[src/rtl/shp_pkg.sv]
package shp_pkg;
  typedef enum logic [1:0] {
    PH_IDLE = 2'd0,
    PH_CMD  = 2'd1,
    PH_DATA = 2'd2,
    PH_DONE = 2'd3
  } shp_phase_e;
endpackage

[src/rtl/shp_sync.sv]
module shp_sync #(
  parameter int          WIDTH   = 3,
  parameter int          STAGES  = 2,
  parameter logic [WIDTH-1:0] RST_VAL = '0
) (
  input  logic             clk_i,
  input  logic             rst_ni,
  input  logic [WIDTH-1:0] d_i,
  output logic [WIDTH-1:0] q_o
);
  logic [STAGES-1:0][WIDTH-1:0] stage_q;

  always_ff @(posedge clk_i or negedge rst_ni) begin
    if (!rst_ni) stage_q <= {STAGES{RST_VAL}};
    else         stage_q <= {stage_q[STAGES-2:0], d_i};
  end

  assign q_o = stage_q[STAGES-1];
endmodule

[src/rtl/shp_frame.sv]
module shp_frame
  import shp_pkg::*;
#(
  parameter int ADDR_W = 6,
  parameter int DATA_W = 8
) (
  input  logic              clk_i,
  input  logic              rst_ni,
  input  logic              cs_act_i,
  input  logic              cs_fall_i,
  input  logic              sclk_rise_i,
  input  logic              sdi_i,
  output shp_phase_e        phase_o,
  output logic [$clog2(ADDR_W+2+DATA_W+1)-1:0] cnt_o,
  output logic              rd_o,
  output logic [ADDR_W-1:0] addr_o,
  output logic [DATA_W-1:0] wdata_o,
  output logic              we_o,
  output logic              re_o
);
  localparam int CMD_W = ADDR_W + 2;
  localparam int FRAME = CMD_W + DATA_W;
  localparam int CNT_W = $clog2(FRAME + 1);
  localparam logic [CNT_W-1:0] CNT_CMD_LAST = CNT_W'(CMD_W - 1);
  localparam logic [CNT_W-1:0] CNT_LAST     = CNT_W'(FRAME - 1);
  localparam logic [CNT_W-1:0] CNT_FULL     = CNT_W'(FRAME);

  logic [FRAME-1:0] sr_q, sr_nxt;
  logic             shifting;

  assign sr_nxt   = {sdi_i, sr_q[FRAME-1:1]};
  assign shifting = cs_act_i && sclk_rise_i &&
                    (phase_o == PH_CMD || phase_o == PH_DATA);

  always_ff @(posedge clk_i or negedge rst_ni) begin
    if (!rst_ni) begin
      phase_o <= PH_IDLE;
      cnt_o   <= '0;
      sr_q    <= '0;
      rd_o    <= 1'b0;
      addr_o  <= '0;
      wdata_o <= '0;
      we_o    <= 1'b0;
      re_o    <= 1'b0;
    end else begin
      we_o <= 1'b0;
      re_o <= 1'b0;
      if (cs_fall_i) begin
        phase_o <= PH_CMD;
        cnt_o   <= '0;
        rd_o    <= 1'b0;
      end else if (!cs_act_i) begin
        phase_o <= PH_IDLE;
      end else if (shifting) begin
        sr_q  <= sr_nxt;
        cnt_o <= cnt_o + 1'b1;
        if (cnt_o == CNT_CMD_LAST) begin
          // command byte sits in the top CMD_W bits; reserved bit dropped
          phase_o <= PH_DATA;
          rd_o    <= sr_nxt[DATA_W];
          addr_o  <= sr_nxt[DATA_W+1 +: ADDR_W];
          re_o    <= sr_nxt[DATA_W];
        end
        if (cnt_o == CNT_LAST) begin
          phase_o <= PH_DONE;
          wdata_o <= sr_nxt[FRAME-1 -: DATA_W];
          we_o    <= !rd_o;
        end
      end
    end
  end

  a_r3_we_one_cycle: assert property (@(posedge clk_i) disable iff (!rst_ni)
    we_o |=> !we_o);
  a_r4_strobes_exclusive: assert property (@(posedge clk_i) disable iff (!rst_ni)
    !(we_o && re_o));
  a_r10_we_full_frame: assert property (@(posedge clk_i) disable iff (!rst_ni)
    we_o |-> (cnt_o == CNT_FULL && phase_o == PH_DONE));
  a_r11_cnt_bounded: assert property (@(posedge clk_i) disable iff (!rst_ni)
    cnt_o <= CNT_FULL);
endmodule

[src/rtl/shp_dout.sv]
module shp_dout #(
  parameter int DATA_W = 8
) (
  input  logic              clk_i,
  input  logic              rst_ni,
  input  logic              edge_sel_i,
  input  logic              sclk_rise_i,
  input  logic              sclk_fall_i,
  input  logic              load_i,
  input  logic [DATA_W-1:0] load_data_i,
  input  logic              shift_en_i,
  input  logic              oe_en_i,
  output logic              sdo_o,
  output logic              sdo_oe_o
);
  logic [DATA_W-1:0] out_sr_q;
  logic              launch;

  // edge_sel high: host samples on rise, so advance on fall
  assign launch = shift_en_i && (edge_sel_i ? sclk_fall_i : sclk_rise_i);

  always_ff @(posedge clk_i or negedge rst_ni) begin
    if (!rst_ni) begin
      out_sr_q <= '0;
      sdo_oe_o <= 1'b0;
    end else begin
      sdo_oe_o <= oe_en_i;
      if (load_i)      out_sr_q <= load_data_i;
      else if (launch) out_sr_q <= {1'b0, out_sr_q[DATA_W-1:1]};
    end
  end

  assign sdo_o = out_sr_q[0];

  a_r4_load_lsb: assert property (@(posedge clk_i) disable iff (!rst_ni)
    load_i |=> (sdo_o == $past(load_data_i[0])));
  // data only moves on the selected launch edge
  a_r6_hold_between_launch: assert property (@(posedge clk_i) disable iff (!rst_ni)
    (!launch && !load_i) |=> $stable(sdo_o));
endmodule

[src/rtl/shp_host_port.sv]
module shp_host_port
  import shp_pkg::*;
#(
  parameter int ADDR_W      = 6,
  parameter int DATA_W      = 8,
  parameter int SYNC_STAGES = 2
) (
  input  logic              clk_i,
  input  logic              rst_ni,
  input  logic              cs_ni,
  input  logic              sclk_i,
  input  logic              sdi_i,
  input  logic              edge_sel_i,
  output logic              sdo_o,
  output logic              sdo_oe_o,
  output logic [ADDR_W-1:0] reg_addr_o,
  output logic [DATA_W-1:0] reg_wdata_o,
  output logic              reg_we_o,
  output logic              reg_re_o,
  input  logic [DATA_W-1:0] reg_rdata_i
);
  localparam int CMD_W = ADDR_W + 2;
  localparam int FRAME = CMD_W + DATA_W;
  localparam int CNT_W = $clog2(FRAME + 1);
  localparam logic [CNT_W-1:0] CNT_OUT_FIRST = CNT_W'(CMD_W + 1);

  logic [2:0]       sync_q;
  logic             cs_n_s, sclk_s, sdi_s;
  logic             cs_n_d, sclk_d;
  logic             cs_act, cs_fall, sclk_rise, sclk_fall;
  shp_phase_e       phase;
  logic [CNT_W-1:0] cnt;
  logic             rd_q, out_phase, shift_en, oe_en;

  shp_sync #(.WIDTH(3), .STAGES(SYNC_STAGES), .RST_VAL(3'b100)) u_sync (
    .clk_i (clk_i),
    .rst_ni(rst_ni),
    .d_i   ({cs_ni, sclk_i, sdi_i}),
    .q_o   (sync_q)
  );
  assign {cs_n_s, sclk_s, sdi_s} = sync_q;

  always_ff @(posedge clk_i or negedge rst_ni) begin
    if (!rst_ni) begin
      cs_n_d <= 1'b1;
      sclk_d <= 1'b0;
    end else begin
      cs_n_d <= cs_n_s;
      sclk_d <= sclk_s;
    end
  end

  assign cs_act    = !cs_n_s;
  assign cs_fall   = cs_n_d && !cs_n_s;
  assign sclk_rise = !sclk_d && sclk_s;
  assign sclk_fall = sclk_d && !sclk_s;

  shp_frame #(.ADDR_W(ADDR_W), .DATA_W(DATA_W)) u_frame (
    .clk_i      (clk_i),
    .rst_ni     (rst_ni),
    .cs_act_i   (cs_act),
    .cs_fall_i  (cs_fall),
    .sclk_rise_i(sclk_rise),
    .sdi_i      (sdi_s),
    .phase_o    (phase),
    .cnt_o      (cnt),
    .rd_o       (rd_q),
    .addr_o     (reg_addr_o),
    .wdata_o    (reg_wdata_o),
    .we_o       (reg_we_o),
    .re_o       (reg_re_o)
  );

  assign out_phase = (phase == PH_DATA) || (phase == PH_DONE);
  assign oe_en     = cs_act && rd_q && out_phase;
  assign shift_en  = oe_en && (cnt >= CNT_OUT_FIRST);

  shp_dout #(.DATA_W(DATA_W)) u_dout (
    .clk_i      (clk_i),
    .rst_ni     (rst_ni),
    .edge_sel_i (edge_sel_i),
    .sclk_rise_i(sclk_rise),
    .sclk_fall_i(sclk_fall),
    .load_i     (reg_re_o),
    .load_data_i(reg_rdata_i),
    .shift_en_i (shift_en),
    .oe_en_i    (oe_en),
    .sdo_o      (sdo_o),
    .sdo_oe_o   (sdo_oe_o)
  );

  a_r8_oe_off_when_deselected: assert property (@(posedge clk_i) disable iff (!rst_ni)
    (!cs_act && !$past(cs_act)) |-> !sdo_oe_o);
  a_r9_oe_only_on_read: assert property (@(posedge clk_i) disable iff (!rst_ni)
    sdo_oe_o |-> rd_q);
  a_r1_restart_on_select: assert property (@(posedge clk_i) disable iff (!rst_ni)
    cs_fall |=> (cnt == '0 && phase == PH_CMD));
endmodule

[config.mk]
export PLATFORM = sky130hd
export DESIGN_NAME = shp_host_port
export DESIGN_NICKNAME = d
export VERILOG_FILES = /design/src/rtl/shp_pkg.sv /design/src/rtl/shp_sync.sv /design/src/rtl/shp_frame.sv /design/src/rtl/shp_dout.sv /design/src/rtl/shp_host_port.sv
export SDC_FILE = /design/constraint.sdc
export NUM_CORES = 1
export LEC_CHECK = 0
export CORE_MARGIN = 1.5
export CORE_UTILIZATION = 44
export CTS_BUF_LIST = sky130_fd_sc_hd__clkbuf_16
export DETAILED_ROUTE_END_ITERATION = 7
export DONT_BUFFER_PORTS = 1
export GPL_TIMING_DRIVEN = 0
export MAX_ROUTING_LAYER = met4
export SLEW_MARGIN = 20
export SYNTH_ARGS = -nofsm -noshare
export SYNTH_HDL_FRONTEND = slang
export SYNTH_HIERARCHICAL = 1
export SYNTH_SLANG_ARGS = --single-unit
[constraint.sdc]
create_clock -name clk_i -period 2.2 [get_ports clk_i]
set_input_delay 0.22 -clock clk_i [delete_from_list [all_inputs] [get_ports clk_i]]
set_output_delay 0.22 -clock clk_i [all_outputs]
set_load 0.05 [all_outputs]
* Word level (Yosys, flattened, before mapping)
Index checks and enable logic that the tools add are counted.
Operators by class: reduce and logical (&&, ||, !) cells 26, bitwise gates (word level) 2, magnitude comparators 1, $add $sub $neg 1, muxes and demuxes 23, equal/unequal tests 6
Operator list (count):
- two-way mux 8 bit | 2
- two-way mux 5 bit | 3
- two-way mux 1 bit | 13
- two-way mux 2 bit | 5
- logical AND 1 bit | 9
- AND reduction 4 bit | 2
- AND reduction 3 bit | 2
- nonzero test 2 bit | 3
- adder 5 x 1 -> 5 bit, second input constant | 1
- equality test 5 x 3 -> 1 bit, second input constant | 1
- equality test 5 x 4 -> 1 bit, second input constant | 1
- >= comparator 5 x 4 -> 1 bit, second input constant | 1
- equality test 2 bit, second input constant | 2
- logical NOT 1 bit | 4
- AND reduction 2 bit | 2
- nonzero test 4 bit | 1
- nonzero test 3 bit | 1
- equality test 2 x 1 -> 1 bit, second input constant | 1
- logical OR 1 bit | 2
- != test 2 bit, second input constant | 1
- inverter 1 bit | 2
Word-level totals: logic and storage cells 73, input bits 14, flip-flop bits (word level) 57

* Depth between registers and ports, before layout
depth in word-level cells 7, depth in mapped cells 7, depth with buffers taken out 6

* Modules after synthesis
The synthesis kept the hierarchy.
Modules (own cells, without submodules):
- shp_frame | times used 1, cells an instance 96, area each 1302.5 µm²
- shp_dout | times used 1, cells an instance 45, area each 437.9 µm²
- shp_sync | times used 1, cells an instance 9, area each 175.2 µm²
- shp_host_port | times used 1, cells an instance 9, area each 98.8 µm²

* Least setup slack after synthesis
No wires, ideal clock.
kind register to register, from register u_sync.stage_q, in the netlist u_sync/q_o[2], to register u_frame.wdata_o[0], data arrival time 1.783 ns, setup time 0.128 ns, data required time 2.072 ns, cell stages (with the launch flop) 8, slack 0.289 ns, path buffers 3, period minus slack after synthesis 1.911 ns, path through dfstp_2 -> buf_4 -> nor2b_1 -> clkbuf_1 -> nand3b_1 -> or3_1 -> buf_2 -> mux2_1
Between the ends: longest elaborated chain between the ends 4
RTL lines:
- from (decl) | line shp_sync.sv:11 | logic [STAGES-1:0][WIDTH-1:0] stage_q;
- from (signal assigned) | line shp_sync.sv:14 | if (!rst_ni) stage_q <= {STAGES{RST_VAL}};
- from (signal assigned) | line shp_sync.sv:15 | else stage_q <= {stage_q[STAGES-2:0], d_i};
- logical NOT 1 bit | line shp_host_port.sv:54 | assign cs_fall = cs_n_d && !cs_n_s;
- logical AND 1 bit | line shp_host_port.sv:54
- net cs_fall | line shp_host_port.sv:30 | logic cs_act, cs_fall, sclk_rise, sclk_fall;
- inverter 1 bit (no source line)
- AND reduction 4 bit (no source line)
- to (signal assigned) | line shp_frame.sv:66 | wdata_o <= sr_nxt[FRAME-1 -: DATA_W];
- to (decl) | line shp_frame.sv:17 | output logic [DATA_W-1:0] wdata_o,
The timed path passes the listed nets, and every way through them passes these cells. A chain may end at the register's enable or synchronous reset.

* Worst setup path after layout
from register u_sync.stage_q, in the netlist u_sync/q_o[1], to register u_frame.sr_q[14]
Between the ends: longest elaborated chain between the ends 4
RTL lines:
- logical AND 1 bit | line shp_host_port.sv:55 | assign sclk_rise = !sclk_d && sclk_s;
- net sclk_rise | line shp_host_port.sv:30
- logical AND 1 bit (2 in series) | line shp_frame.sv:32 | assign shifting = cs_act_i && sclk_rise_i &&
- AND reduction 3 bit (no source line)
- to (signal assigned) | line shp_frame.sv:55 | sr_q <= sr_nxt;
- to (decl) | line shp_frame.sv:28 | logic [FRAME-1:0] sr_q, sr_nxt;
The timed path passes the listed nets, and every way through them passes these cells.

==> metrics.md <==
| Metric | Value |
|---|---|
| Outcome | finished clean |
| Inst Count DP | between 200 and 250 |
| Internal power | 1.61 mW |
| Layout area overhead | 15.7% |
| RSZ-0062 raised after global routing | no |
| Crit path time final | 2.06 ns |
| Global-route wire length before repair | just under 6 mm |
| Die height | 70.7 um |
| Crit path buf inv count | 1 |
| Hold Worst Slack | a little under 0.09 ns |
| Total grt overflow | 0 |
| Clk slew on worst S/H paths | 0.06 ns |
| Syn. warnings | 6 |
| Nets | 186 |
| Synth Net Count | 175 |
| Max incr delay on CP | 0.55 ns |
| Synth async-reset ratio | between 90% and 100% |
| Routed Antenna Nets | 0 |
| Post-Syn Area | around 0.002 mm2 |
| Max clock buf depth | 2 |
| Total negative slack | 0 ns |
| Drt pass-1 iters | 4 |
| Sequential fraction of the synthesis area | 59.8% |
| Max Clk Rate | 0.486 GHz |
| Synth Flop Type | dfrtp_1 |
| Vias in the first global route | roughly 1300 |
| Placed Instance Area | 0.00208 mm2 |
| Hold Path Class | primary input to flip-flop |
| Final HPWL DP | 2.35 mm |
| Routability cong. | between 0.8 and 0.9 |
| DRC | 0 |
| Post-CTS Setup Inserts | 0 |
| Clock power frac | 47.4% |
| Commonest non-fill, non-tap cell in the layout | dfrtp_1 |
| CTS Buf Count | 5 |
| GRT Overall Usage | 15.6% |
| EDFF count, synth | 0 |
| Share of cells above drive strength 1 | 20.6% |
| Sink Count | 48 |
| Final hold vios | 0 |
| Yosys reg bits | 48 |
| Worst Hold Depth | 2 |
| Filler cell count | ~360 |
| Switch share | 18.6% |
| Critical Path End Type | flip-flop |
| Clock Latency Late Sink | 0.28 ns |
| Reg2Reg Depth | 5 |
| H-tree Lvls | 2 |
| Final period util | 93.5% |
| Final core utilization | 53.2% |
| Critical path's top delay family | simple AND/OR/NAND/NOR gates |
| Finished layout cell area | about 0.0023 mm2 |
| Mapped Cells | between 150 and 200 |
| Vias per cell | 5.52 |
| CP Class | flip-flop to flip-flop |
| RR Startpoint | u_sync/q_o[1] |
| # diodes | 0 |
| Root buffer cell | clkbuf_16 |
| Crit start category | flip-flop |
| Fin Clk Skew | 0.00637 ns |
| Reg-to-Reg End | u_frame/sr_q[14] |
| Fin cells | 222 |
| Comb pwr share | 4.8% |
| Core footprint | 0.00438 mm2 |
| Die width | 70.7 um |
| Worst-path cell chain | buf_4 > nor2b_1 > nand3b_1 > nor2_1 > mux2_2 |
| Max Cap Violations | 0 |
| Avg WL per Cell | 15.4 um |
| Part of the power in registers | 47.8% |
| Final count of pins violating max slew | 0 |
| DIE AREA | 0.00499 mm2 |
| DR vias | between 1000 and 1500 |
| Initial drt markers | 76 |
| Initial Utilization | between 40% and 50% |
| Most frequent cells in the layout | 45 x dfrtp_1, 14 x mux2_2, 11 x a21oi_1 |
| Hold Path Origin | reg_rdata_i[7] |
| Slowest-stage cell, CP | nor2_1 |
| Hold endpoint | u_dout/out_sr_q[7] |
| NetSw | 0.367 mW |
| Worst path arrival time | 2.23 ns |
| Post-Syn Area per Cell | 12.7 um2 |
| P per Cell Area | 846 mW/mm2 |
| VDD IR max | between 400 and 500 uV |
| Initial antenna violation count | 0 |
| Req. time, crit path | approximately 2.4 ns |
| Worst-Margin Slew | 0.671 ns |
| Slew HR | between 50% and 60% |
| Critical path fanouts, max | 7 |
| Cell variety after synth | 39 |
| Leakage dissipation | ~1.1 nW |
| Largest net degree at the start of global routing | 49 |
| # rows | 24 |
| DRT Wirelength | ~3.4 mm |
| Input/output buffers | 0 |
| Internal reg-to-reg setup slack | approximately 0.14 ns |
| CTS tree | done |
| # setup viols final | 0 |
| I/O Pins | 32 |
## layout make-up
class / instances / area (um2) / share of cell area [%]
plain buffers: 6 / 36.3 / 1.56
clock buffers: 5 / 125 / 5.37
clock inverters: 2 / 60.1 / 2.58
inverters: 5 / 18.8 / 0.805
multi-input cells: 99 / 753 / 32.3
flip-flops and latches: 48 / 1200 / 51.7
well taps: 52 / 65.1 / 2.79
repair buffers: 5 / 67.6 / 2.90
## logic make-up (layout without fill, tap and decap cells)
| logic type | count (synthesis) | in the layout | synth area share [%] |
|---|---|---|---|
| XOR/XNOR | 2 | 2 | 1.24 |
| buffers and inverters | 12 | 23 | 2.92 |
| adder cells (fa/ha/maj) | 2 | 2 | 1.24 |
| AND/OR/NAND/NOR | 33 | 33 | 9.88 |
| AO/OA/AOI/OAI | 37 | 37 | 10.7 |
| multiplexers | 25 | 25 | 14.2 |
| flip-flops | 48 | 48 | 59.8 |
## cells in the mapped netlist, types with 2 or more instances
master     n  area, um2
ha_1       2       25.0
nor2b_1   11       68.8
o21ai_0   10       50.1
dfstp_2    3       78.8
mux2_1     8       90.1
inv_1      5       18.8
a31oi_1    8       50.1
nor2_1     2       7.51
mux2_2    14        158
a21oi_1   11       55.1
and2_1     2       12.5
dfrtp_1   45       1130
or3_1      2       12.5
clkbuf_1   2       7.51
o21ai_1    2       10.0
buf_4      3       22.5
nand2_1    5       18.8
nand3_1    3       15.0
## worst max-delay path by stage
stage / depth (start not counted) / start / slack [ns] / to
finish: 5 / u_sync/q_o[1] / 0.14 / u_frame/sr_q[14]
CTS: 6 / u_sync/q_o[2] / 0.06 / u_frame/sr_q[14]
global placement: 6 / u_sync/q_o[2] / 0.05 / u_frame/sr_q[13]
detailed placement: 6 / u_sync/q_o[2] / 0.06 / u_frame/sr_q[14]
global route: 5 / u_sync/q_o[1] / 0.008 / u_frame/sr_q[15]
floorplan: 7 / u_sync/q_o[2] / 0.29 / u_frame/wdata_o[0]
## per-layer routing
metal  global-route usage, %  vias to the layer above  wire [um]
met5                       -                        -          0
met4                    3.77                        0         32
met2                    24.8                       30       1630
met3                    5.56                        5        216
met1                    19.4                      608       1540
li1                        -                      582          -
## registers in the layout, summed over array words and instances (netlist names), 2 cells and up
register,count
u_frame/sr_q,7
u_frame/cnt_o,5
u_frame/addr_o,6
u_frame/wdata_o,8
u_frame/phase_o,2
u_sync/q_o,3
u_dout/out_sr_q,8
u_sync/stage_q,3
## stage by stage
| stage | setup WS (ns) | total power, mW |
|---|---|---|
| after global routing | 0.00792 | 2.06 |
| final | 0.142 | 1.97 |
| after global placement | 0.0514 | 1.02 |
| after detailed placement | 0.0636 | 1.03 |
| after CTS | 0.0600 | 2.00 |
| after floorplan | 0.289 | 1.01 |
## power by group through the flow
stage / logic [mW] / registers (mW) / clock network [mW]
final: 0.0940 / 0.943 / 0.935
after CTS: 0.0960 / 0.943 / 0.962
after floorplan: 0.0569 / 0.951 / 0
after global routing: 0.106 / 0.948 / 1.01
after global placement: 0.0646 / 0.957 / 0
after detailed placement: 0.0667 / 0.959 / 0
## what timing repair did
item                                    CTS  global route
hold buffers                              5             0
endpoints found under the setup margin    0            21
endpoints found under the hold margin    51             0
resized for setup                         0             1
(Power assumes the default switching activity.)
